<file path="src/rtl/ilk_pkg.sv">
`timescale 1ns/1ps
package ilk_pkg;

  localparam int IDX_W   = 5;
  localparam int LAT_MAX = 3;
  localparam int CNT_W   = $clog2(LAT_MAX + 1);

  typedef enum logic [2:0] {
    C_INT   = 3'd0,
    C_LOAD  = 3'd1,
    C_FPOP  = 3'd2,
    C_STORE = 3'd3,
    C_BR    = 3'd4
  } icls_t;

  typedef struct packed {
    logic             vld;
    logic             fp;
    logic [IDX_W-1:0] idx;
    icls_t            cls;
    logic [CNT_W-1:0] cnt;
  } hent_t;

  // Longest gap any consumer may need from this producer class
  function automatic logic [CNT_W-1:0] cls_span(icls_t c);
    case (c)
      C_FPOP:  cls_span = CNT_W'(3);
      C_LOAD:  cls_span = CNT_W'(1);
      C_INT:   cls_span = CNT_W'(1);
      default: cls_span = '0;
    endcase
  endfunction

  // Required intervening cycles for a producer class and consumer role
  function automatic logic [CNT_W-1:0] pair_gap(icls_t prod, icls_t role);
    case (prod)
      C_FPOP:  pair_gap = (role == C_STORE) ? CNT_W'(2) : CNT_W'(3);
      C_LOAD:  pair_gap = (role == C_STORE) ? CNT_W'(0) : CNT_W'(1);
      C_INT:   pair_gap = (role == C_BR)    ? CNT_W'(1) : CNT_W'(0);
      default: pair_gap = '0;
    endcase
  endfunction

  // One history slot blocks a source when passed cycles fall short
  function automatic logic slot_hit(hent_t e, logic fp, logic [IDX_W-1:0] idx,
                                    icls_t role);
    logic [CNT_W:0] need;
    need = {1'b0, e.cnt} + {1'b0, pair_gap(e.cls, role)};
    slot_hit = e.vld && (e.fp == fp) && (e.idx == idx) &&
               (need > {1'b0, cls_span(e.cls)});
  endfunction

endpackage

</file>
<file path="src/rtl/ilk_hist.sv">
`timescale 1ns/1ps
module ilk_hist
  import ilk_pkg::*;
#(
  parameter int DEPTH = LAT_MAX + 1
) (
  input  logic  clk,
  input  logic  rst_n,
  input  logic  push,
  input  hent_t new_ent,
  output hent_t ent_o [DEPTH]
);

  hent_t ent_q [DEPTH];
  hent_t ent_d [DEPTH];

  for (genvar g = 0; g < DEPTH; g++) begin : g_slot
    if (g == 0) begin : g_head
      // A stall or an empty cycle shifts in a bubble
      always_comb ent_d[0] = push ? new_ent : '0;
    end else begin : g_tail
      always_comb begin
        ent_d[g]     = ent_q[g-1];
        ent_d[g].vld = ent_q[g-1].vld && (ent_q[g-1].cnt > CNT_W'(1));
        ent_d[g].cnt = (ent_q[g-1].cnt != '0) ? ent_q[g-1].cnt - 1'b1 : '0;
      end
    end

    always_ff @(posedge clk or negedge rst_n) begin
      if (!rst_n) ent_q[g] <= '0;
      else        ent_q[g] <= ent_d[g];
    end

    // Counter plus slot age always equals the class span: ticks every cycle
    AST_AGE_TRACKS: assert property (@(posedge clk) disable iff (!rst_n)
      ent_q[g].vld |-> (({1'b0, ent_q[g].cnt} + (CNT_W+1)'(g)) ==
                        {1'b0, cls_span(ent_q[g].cls)}));

    assign ent_o[g] = ent_q[g];
  end

  AST_BUBBLE_IN: assert property (@(posedge clk) disable iff (!rst_n)
    !push |=> !ent_q[0].vld);

endmodule

</file>
<file path="src/rtl/ilk_match.sv">
`timescale 1ns/1ps
module ilk_match
  import ilk_pkg::*;
#(
  parameter int DEPTH = LAT_MAX + 1
) (
  input  logic             clk,
  input  logic             rst_n,
  input  hent_t            ent_i [DEPTH],
  input  logic             src_use,
  input  logic             src_fp,
  input  logic [IDX_W-1:0] src_idx,
  input  icls_t            role,
  output logic             hit_o
);

  logic [DEPTH-1:0] hv;
  logic             zero_reg;

  for (genvar g = 0; g < DEPTH; g++) begin : g_cmp
    assign hv[g] = slot_hit(ent_i[g], src_fp, src_idx, role);
  end

  assign zero_reg = !src_fp && (src_idx == '0);
  assign hit_o    = src_use && !zero_reg && (|hv);

  AST_ZERO_REG_FREE: assert property (@(posedge clk) disable iff (!rst_n)
    (!src_fp && src_idx == '0) |-> !hit_o);

endmodule

</file>
<file path="src/rtl/ilk_unit.sv">
`timescale 1ns/1ps
module ilk_unit
  import ilk_pkg::*;
#(
  parameter int STALL_CW = 16,
  parameter int HIST_D   = LAT_MAX + 1
) (
  input  logic                clk,
  input  logic                rst_n,
  input  logic                in_valid,
  input  logic [2:0]          in_cls,
  input  logic                in_dst_we,
  input  logic                in_dst_fp,
  input  logic [IDX_W-1:0]    in_dst_idx,
  input  logic                in_sa_use,
  input  logic                in_sa_fp,
  input  logic [IDX_W-1:0]    in_sa_idx,
  input  logic                in_sb_use,
  input  logic                in_sb_fp,
  input  logic [IDX_W-1:0]    in_sb_idx,
  output logic                stall_o,
  output logic                issue_o,
  output logic                dslot_o,
  output logic [STALL_CW-1:0] stall_cnt_o
);

  localparam int RUN_W = $clog2(LAT_MAX + 2);

  icls_t cls;
  icls_t role_a;
  icls_t role_b;
  logic  hit_a;
  logic  hit_b;
  logic  is_prod;
  logic  push;
  hent_t new_ent;
  hent_t hist [HIST_D];

  logic                dslot_q, dslot_d, dslot_en;
  logic [STALL_CW-1:0] scnt_q, scnt_d;
  logic                scnt_en;

  assign cls = icls_t'(in_cls);

  // Source A of a store is its address, source B its data
  assign role_a = (cls == C_STORE) ? C_INT : cls;
  assign role_b = cls;

  ilk_hist #(.DEPTH(HIST_D)) i_hist (
    .clk     (clk),
    .rst_n   (rst_n),
    .push    (push),
    .new_ent (new_ent),
    .ent_o   (hist)
  );

  ilk_match #(.DEPTH(HIST_D)) i_match_a (
    .clk     (clk),
    .rst_n   (rst_n),
    .ent_i   (hist),
    .src_use (in_sa_use),
    .src_fp  (in_sa_fp),
    .src_idx (in_sa_idx),
    .role    (role_a),
    .hit_o   (hit_a)
  );

  ilk_match #(.DEPTH(HIST_D)) i_match_b (
    .clk     (clk),
    .rst_n   (rst_n),
    .ent_i   (hist),
    .src_use (in_sb_use),
    .src_fp  (in_sb_fp),
    .src_idx (in_sb_idx),
    .role    (role_b),
    .hit_o   (hit_b)
  );

  assign stall_o = in_valid && (hit_a || hit_b);
  assign issue_o = in_valid && !stall_o;

  assign is_prod = in_dst_we &&
                   (cls == C_INT || cls == C_LOAD || cls == C_FPOP) &&
                   !(!in_dst_fp && in_dst_idx == '0);
  assign push    = issue_o && is_prod;

  always_comb begin
    new_ent     = '0;
    new_ent.vld = 1'b1;
    new_ent.fp  = in_dst_fp;
    new_ent.idx = in_dst_idx;
    new_ent.cls = cls;
    new_ent.cnt = cls_span(cls);
  end

  // Delay-slot marker: set by a branch issue, cleared by the next issue
  always_comb begin
    dslot_en = issue_o;
    dslot_d  = (cls == C_BR);
  end

  always_ff @(posedge clk or negedge rst_n) begin
    if (!rst_n)        dslot_q <= 1'b0;
    else if (dslot_en) dslot_q <= dslot_d;
  end

  assign dslot_o = dslot_q;

  // Saturating stalled-cycle total
  always_comb begin
    scnt_en = stall_o && (scnt_q != '1);
    scnt_d  = scnt_q + 1'b1;
  end

  always_ff @(posedge clk or negedge rst_n) begin
    if (!rst_n)       scnt_q <= '0;
    else if (scnt_en) scnt_q <= scnt_d;
  end

  assign stall_cnt_o = scnt_q;

  // Checker: length of the current run of stalls
  logic [RUN_W-1:0] srun_q;
  always_ff @(posedge clk or negedge rst_n) begin
    if (!rst_n)       srun_q <= '0;
    else if (stall_o) srun_q <= (srun_q == '1) ? srun_q : srun_q + 1'b1;
    else              srun_q <= '0;
  end

  AST_STALL_BOUNDED: assert property (@(posedge clk) disable iff (!rst_n)
    srun_q <= RUN_W'(LAT_MAX));
  AST_SLOT_AFTER_BR: assert property (@(posedge clk) disable iff (!rst_n)
    (issue_o && in_cls == 3'd4) |=> dslot_o);
  AST_CNT_STEPS: assert property (@(posedge clk) disable iff (!rst_n)
    (stall_o && stall_cnt_o != '1) |=> stall_cnt_o == $past(stall_cnt_o) + 1'b1);
  AST_NO_RECORD: assert property (@(posedge clk) disable iff (!rst_n)
    (issue_o && (in_cls == 3'd3 || in_cls == 3'd4)) |=> !hist[0].vld);

endmodule

</file>
<file path="config.mk">
export PLATFORM = sky130hd
export DESIGN_NAME = ilk_unit
export DESIGN_NICKNAME = d
export VERILOG_FILES = /design/src/rtl/ilk_pkg.sv /design/src/rtl/ilk_hist.sv /design/src/rtl/ilk_match.sv /design/src/rtl/ilk_unit.sv
export SDC_FILE = /design/constraint.sdc
export NUM_CORES = 1
export LEC_CHECK = 0
export BUFFER_PORTS_ARGS = -buffer_cell sky130_fd_sc_hd__buf_2
export CORE_AREA = 2 2 113 115
export DETAILED_ROUTE_END_ITERATION = 8
export DIE_AREA = 0 0 115 117
export SLEW_MARGIN = 20
export SYNTH_ARGS = -nofsm -noshare
export SYNTH_HDL_FRONTEND = slang
export SYNTH_HIERARCHICAL = 1
export SYNTH_SLANG_ARGS = --single-unit
</file>
<file path="constraint.sdc">
create_clock -name clk -period 14.25 [get_ports clk]
set_clock_uncertainty 0.15 [all_clocks]
set_input_delay 2.85 -clock clk [delete_from_list [all_inputs] [get_ports clk]]
set_output_delay 2.85 -clock clk [all_outputs]
set_load 0.1 [all_outputs]
</file>
== After elaboration in Yosys (flattened, before gate mapping) ==
Cells that the tools add are included.

* Register bits: 65
* Bits in latches: 0
* RAM bits: 0
* ROM bits: 0
* Input port bits: 27
* Output and inout bits: 19
* Memories kept: 0

* $add $sub $neg: 12
* Multipliers: 0
* Divide/modulo/power cells: 0
* $lt $le $gt $ge: 11
* Equal/unequal tests: 31
* Shifts and indexed selects: 0
* Multiplexer cells: 24
* Bitwise gates (word level): 0
* Reduce and logical (&&, ||, !) cells: 68

{| class="wikitable"
|+ Operators with widths
! kind !! count
|-
| case mux 2 bit (3 select lines) || 8
|-
| == test 5 bit || 8
|-
| logical AND 1 bit || 40
|-
| adder 2 x 2 -> 3 bit || 8
|-
| > comparator 3 x 2 -> 1 bit || 8
|-
| == test 3 x 2 -> 1 bit (second input constant) || 7
|-
| case mux 2 bit (2 select lines) || 5
|-
| adder 16 x 1 -> 16 bit (second input constant) || 1
|-
| inequality test 16 bit (second input constant) || 1
|-
| == test 3 x 1 -> 1 bit (second input constant) || 5
|-
| zero test 3 bit || 5
|-
| zero test 5 bit || 3
|-
| two-way mux 12 bit || 1
|-
| OR reduction 2 bit || 5
|-
| == test 1 bit || 8
|-
| OR reduction 4 bit || 2
|-
| zero test 1 bit || 7
|-
| == test 3 bit (second input constant) || 2
|-
| > comparator 2 x 1 -> 1 bit (second input constant) || 3
|-
| two-way mux 1 bit || 6
|-
| two-way mux 2 bit || 3
|-
| nonzero test 2 bit || 3
|-
| subtractor 2 x 1 -> 2 bit (second input constant) || 3
|-
| logical OR 1 bit || 3
|-
| two-way mux 3 bit || 1
|}

== Logic depth before layout (Yosys ltp) ==
* Depth in word-level cells: 16
* Depth in mapped cells: 21
* Mapped depth without buffers: 20

== Modules after synthesis ==
The synthesis kept the hierarchy.

{| class="wikitable"
|+ Modules (own cells, without submodules)
! module !! instances !! cells each !! area an instance (um^2) !! seq. area each (um^2)
|-
| ilk_match || 2 || 114 || 864.6 || 0.0
|-
| ilk_hist || 1 || 97 || 1,556.5 || 1,201.2
|-
| ilk_unit || 1 || 88 || 935.9 || 425.4
|}

== Worst setup path after synthesis ==
No wires, ideal clock.

* Path type: input port to output port
* From: in in_cls[2]
* To: out stall_o
* Arrival: 6.005 ns
* Path slack: 5.245 ns
* Cell stages on the path: 18
* Buffers on the path: 0
* Cells stage by stage: inv_1 -> nand2_1 -> and2_1 -> nor2b_1 -> o21ai_0 -> o311a_1 -> ha_1 -> inv_1 -> fa_1 -> inv_1 -> ha_1 -> nor2b_1 -> o21ai_0 -> a211oi_1 -> a21oi_1 -> a21oi_1 -> o21ai_2 -> inv_1

* Longest elaborated chain between the ends: 12

{| class="wikitable"
|+ RTL lines
! item !! line !! text
|-
| from (decl) || ilk_unit.sv:11 || <nowiki>input logic [2:0] in_cls,</nowiki>
|-
| == test 3 x 2 -> 1 bit (*) || ilk_unit.sv:46 || <nowiki>assign role_a = (cls == C_STORE) ? C_INT : cls;</nowiki>
|-
| two-way mux 3 bit (*) || ilk_unit.sv:46 ||
|-
| via role_a[0] || ilk_unit.sv:30 || <nowiki>icls_t role_a;</nowiki>
|-
| == test 3 bit or == test 3 x 2 -> 1 bit (tied branches) || ilk_pkg.sv:39, ilk_pkg.sv:37, ilk_pkg.sv:38 ||
|-
| two-way mux 1 bit (on tied branches) || ilk_pkg.sv:39, ilk_pkg.sv:37, ilk_pkg.sv:38 ||
|-
| case mux 2 bit (3 select lines) || ilk_pkg.sv:36 || <nowiki>case (prod)</nowiki>
|-
| adder 2 x 2 -> 3 bit || ilk_pkg.sv:48 || <nowiki>need = {1'b0, e.cnt} + {1'b0, pair_gap(e.cls, role)};</nowiki>
|-
| > comparator 3 x 2 -> 1 bit || ilk_pkg.sv:50 || <nowiki>(need > {1'b0, cls_span(e.cls)});</nowiki>
|-
| logical AND 1 bit || ilk_pkg.sv:49 || <nowiki>slot_hit = e.vld && (e.fp == fp) && (e.idx == idx) &&</nowiki>
|-
| OR reduction 4 bit (*) || ilk_match.sv:25 || <nowiki>assign hit_o = src_use && !zero_reg && (|hv);</nowiki>
|-
| logical AND 1 bit (*) || ilk_match.sv:25 ||
|-
| via hit_a || ilk_unit.sv:32 || <nowiki>logic hit_a;</nowiki>
|-
| logical OR 1 bit (*) || ilk_unit.sv:79 || <nowiki>assign stall_o = in_valid && (hit_a || hit_b);</nowiki>
|-
| logical AND 1 bit (*) || ilk_unit.sv:79 ||
|-
| to (decl) || ilk_unit.sv:21 || <nowiki>output logic stall_o,</nowiki>
|}

Mark *: on every way through the listed nets, which the timed path passes. The rest lies on a longest branch.

== Worst setup path after layout ==
Same ends and word-level chain as after synthesis.

==> reports/results.txt <==
Status -> complete, no violations
Max-cap viol count -> 0
Syn Area/Cell -> 10.2 um^2
Sw Share -> 0.225
Post-DRT Antenna Nets -> 0
Tcrit/Tclk final -> 0.672
Clock root cell -> clkbuf_16
Num CTS Buffers -> 9
Drt total wl -> 8.71 mm
Reg-to-reg critical path startpoint -> i_hist/ent_o[26]
Max Freq -> 104 MHz
EDFF count, synth -> 0
Maximum clock path buffer count -> 2
Drt wl/cell -> 14.9 um
Clock slew at reported path FFs -> 50 ps
Initial antenna violation count -> 0
Hold Crit Class -> flip-flop to flip-flop
Crit-path max FO -> 9
Flop-to-flop setup slack -> 10,010 ps
Slew headroom -> 0.333
Sum of negative setup slack -> 0 ps
Synth unique cells -> 46
Gpl congestion -> 0.800
Actual slew at the worst max-slew pin -> 993 ps
Final HPWL from detailed placement -> 6.66 mm
First-pass GRT wire length -> 14.8 mm
Async set or reset register ratio after synthesis -> 1.00
FF-to-FF End -> i_hist/ent_o[47]
Synth area leader -> dfrtp_1
Nets@finish -> 488
Worst EP required -> 11,250 ps
FF+latch count, synth -> 65
Synth Instances -> 413
Worst path arrival time -> 6570 ps
Yosys warning total -> 6
GR Util All Layers -> 0.141
# hold bufs at CTS -> 0
Clk_lat worst skew -> 320 ps
Internal power -> 367 uW
Min cycle time layout -> 9570 ps
Drt drc -> 0
Ports -> 46
Vias in the first global route -> 3,053
Place WS -> 4720 ps
Net Switching -> 107 uW
# setup viols final -> 0
Slew Limit Fails -> 0
Synthesized net count -> 473
Core area -> 0.0123 mm^2
Gates resized, CTS repair -> 0
Top FF cell, synth -> dfrtp_1
Synth top area cells -> dfrtp_1 39%, xnor2_1 10%, ha_1 7.4%
Core Rows -> 41
Share of cells above drive strength 1 -> 0.208
Overall via count from detail_route -> 2,895
Setup CP Type -> input port to output port
Part of the power in registers -> 0.402
N_diodes -> 0
Pleak -> 2.16 nW
Sequential area share after synthesis -> 0.385
RSZ-0062 raised after global routing -> false
Die H -> 117 um
Via density -> 4.97
PortBufs -> 45
Combinational power share -> 0.093
Largest net degree at the start of global routing -> 66
Pwr Density -> 102 mW/mm^2
Final WS setup -> 4680 ps
CTS tree -> built
Post-CTS Setup Repair Bufs -> 0
Layout area overhead -> 10.1%
Die area -> 0.0135 mm^2
Min-delay src -> i_hist/ent_o[19]
# H-tree levels -> 3
Clock network power share -> 0.504
Critical path startpoint -> in_cls[2]
Yosys top cell area share -> 0.385
Peak supply drop -> 0.0503 mV
CTS Sinks -> 65
Fin. Hold Viols -> 0
Die X -> 115 um
Total grt overflow -> 0
WHS Endpoint -> i_hist/ent_o[7]
Drt first pass iters -> 4
Reg2reg path depth -> 17
Post-Syn Area -> 0.00422 mm^2
Worst Hold Depth -> 0
Critical path launch point type -> input port
CP Capture Type -> output port
Initial core utilization -> 0.343
1st-iter DRT viols -> 81
[Yosys cell counts (all sizes together), types with 4 or more instances]
library cell / n
a211oi: 4
a21oi: 18
and2: 19
buf: 41
dfrtp: 65
fa: 8
ha: 25
inv: 36
nand2: 20
nand3: 11
nand4: 12
nor2: 13
nor2b: 15
nor4: 5
o21ai: 18
o311a: 6
or3b: 8
xnor2: 48
xor2: 12
[registers in the layout (all words and copies together) (netlist names)]
signal / count
dslot_o: 1
stall_cnt_o: 16
i_hist/ent_o: 48
[cells in the final DEF (no fill, tap or decap), types with 2 or more instances in the layout]
master      n
xnor2_1    48
nand4_1    11
a21oi_1    18
o21ai_0    16
nand2_1    20
ha_1       25
nor2b_1    15
buf_2      45
nor4_1      4
nand3_1    11
clkbuf_8    2
and2_1     11
o211ai_1    3
o31ai_2     2
nor2_1     13
nor3_1      2
clkinv_2    2
or3b_2      8
and3_2      2
o211a_1     2
or4_4       2
bufinv_16   2
xor2_1     12
and2_2      8
fa_1        8
a211oi_1    4
clkbuf_16   9
and4_1      3
dfrtp_1    65
inv_1      36
o311a_1     6
[layer usage]
layer  share of wire  track usage
met5               0            0
met4           0.012       0.0418
met3           0.047       0.0371
met2            0.51        0.252
met1            0.43        0.169
[stage by stage]
step	instances	utilization	hold WS, ps	area, um^2	power (mW)
3_5_place_dp	567	0.351	273	4320	0.239
6_report	583	0.378	281	4650	0.474
3_3_place_gp	567	0.351	269	4320	0.237
4_1_cts	583	0.378	286	4650	0.481
2_1_floorplan	413	-	205	4220	0.227
5_1_grt	583	0.378	301	4650	0.495
[cells by family after synthesis]
group | Yosys count | share of synthesized area
AOI/OAI and AO/OA | 58 | 0.0934
xor gates and xnor gates | 60 | 0.124
adders and majority gates | 33 | 0.112
buffers and inverters | 78 | 0.109
DFF | 65 | 0.385
muxes | 2 | 0.00593
other | 1 | 0.000888
and+or+nand+nor | 116 | 0.169
[power groups by stage]
stage | clock (mW) | combinational (mW) | sequential (mW)
floorplan | 0 | 0.0335 | 0.193
global placement | 0 | 0.0433 | 0.194
detailed placement | 0 | 0.0447 | 0.194
CTS | 0.245 | 0.0452 | 0.191
global route | 0.254 | 0.0501 | 0.191
finish | 0.239 | 0.0442 | 0.191
[worst max path at each step]
stage / end / slack, ps / cells after the start
finish: stall_o / 4680 / 18
global route: stall_o / 4270 / 18
CTS: stall_o / 4690 / 20
detailed placement: stall_o / 4720 / 18
global placement: stall_o / 4810 / 18
floorplan: stall_o / 5240 / 18
[worst max-delay path, stage by stage]
cell	delay, ps
buf_2	170
inv_1	90
a21boi_0	420
a21oi_1	130
o211a_1	240
ha_1	180
inv_1	60
fa_1	400
inv_1	70
ha_1	230
nand2_1	60
o21ai_0	90
a211oi_1	360
a21oi_1	90
a21oi_1	280
o21ai_2	150
inv_1	230
buf_2	480
[layout make-up]
| type | count | area (um^2) |
|---|---|---|
| flip-flops and latches | 65 | 1630 |
| fillers | 1228 | 7660 |
| clock buffers | 11 | 253 |
| well taps | 150 | 188 |
| multi-input cells | 270 | 2140 |
| clock inverters | 5 | 77.6 |
| inverters | 36 | 135 |
| repair buffers | 46 | 233 |
No activity file was read; power rests on OpenSTA's default activity.
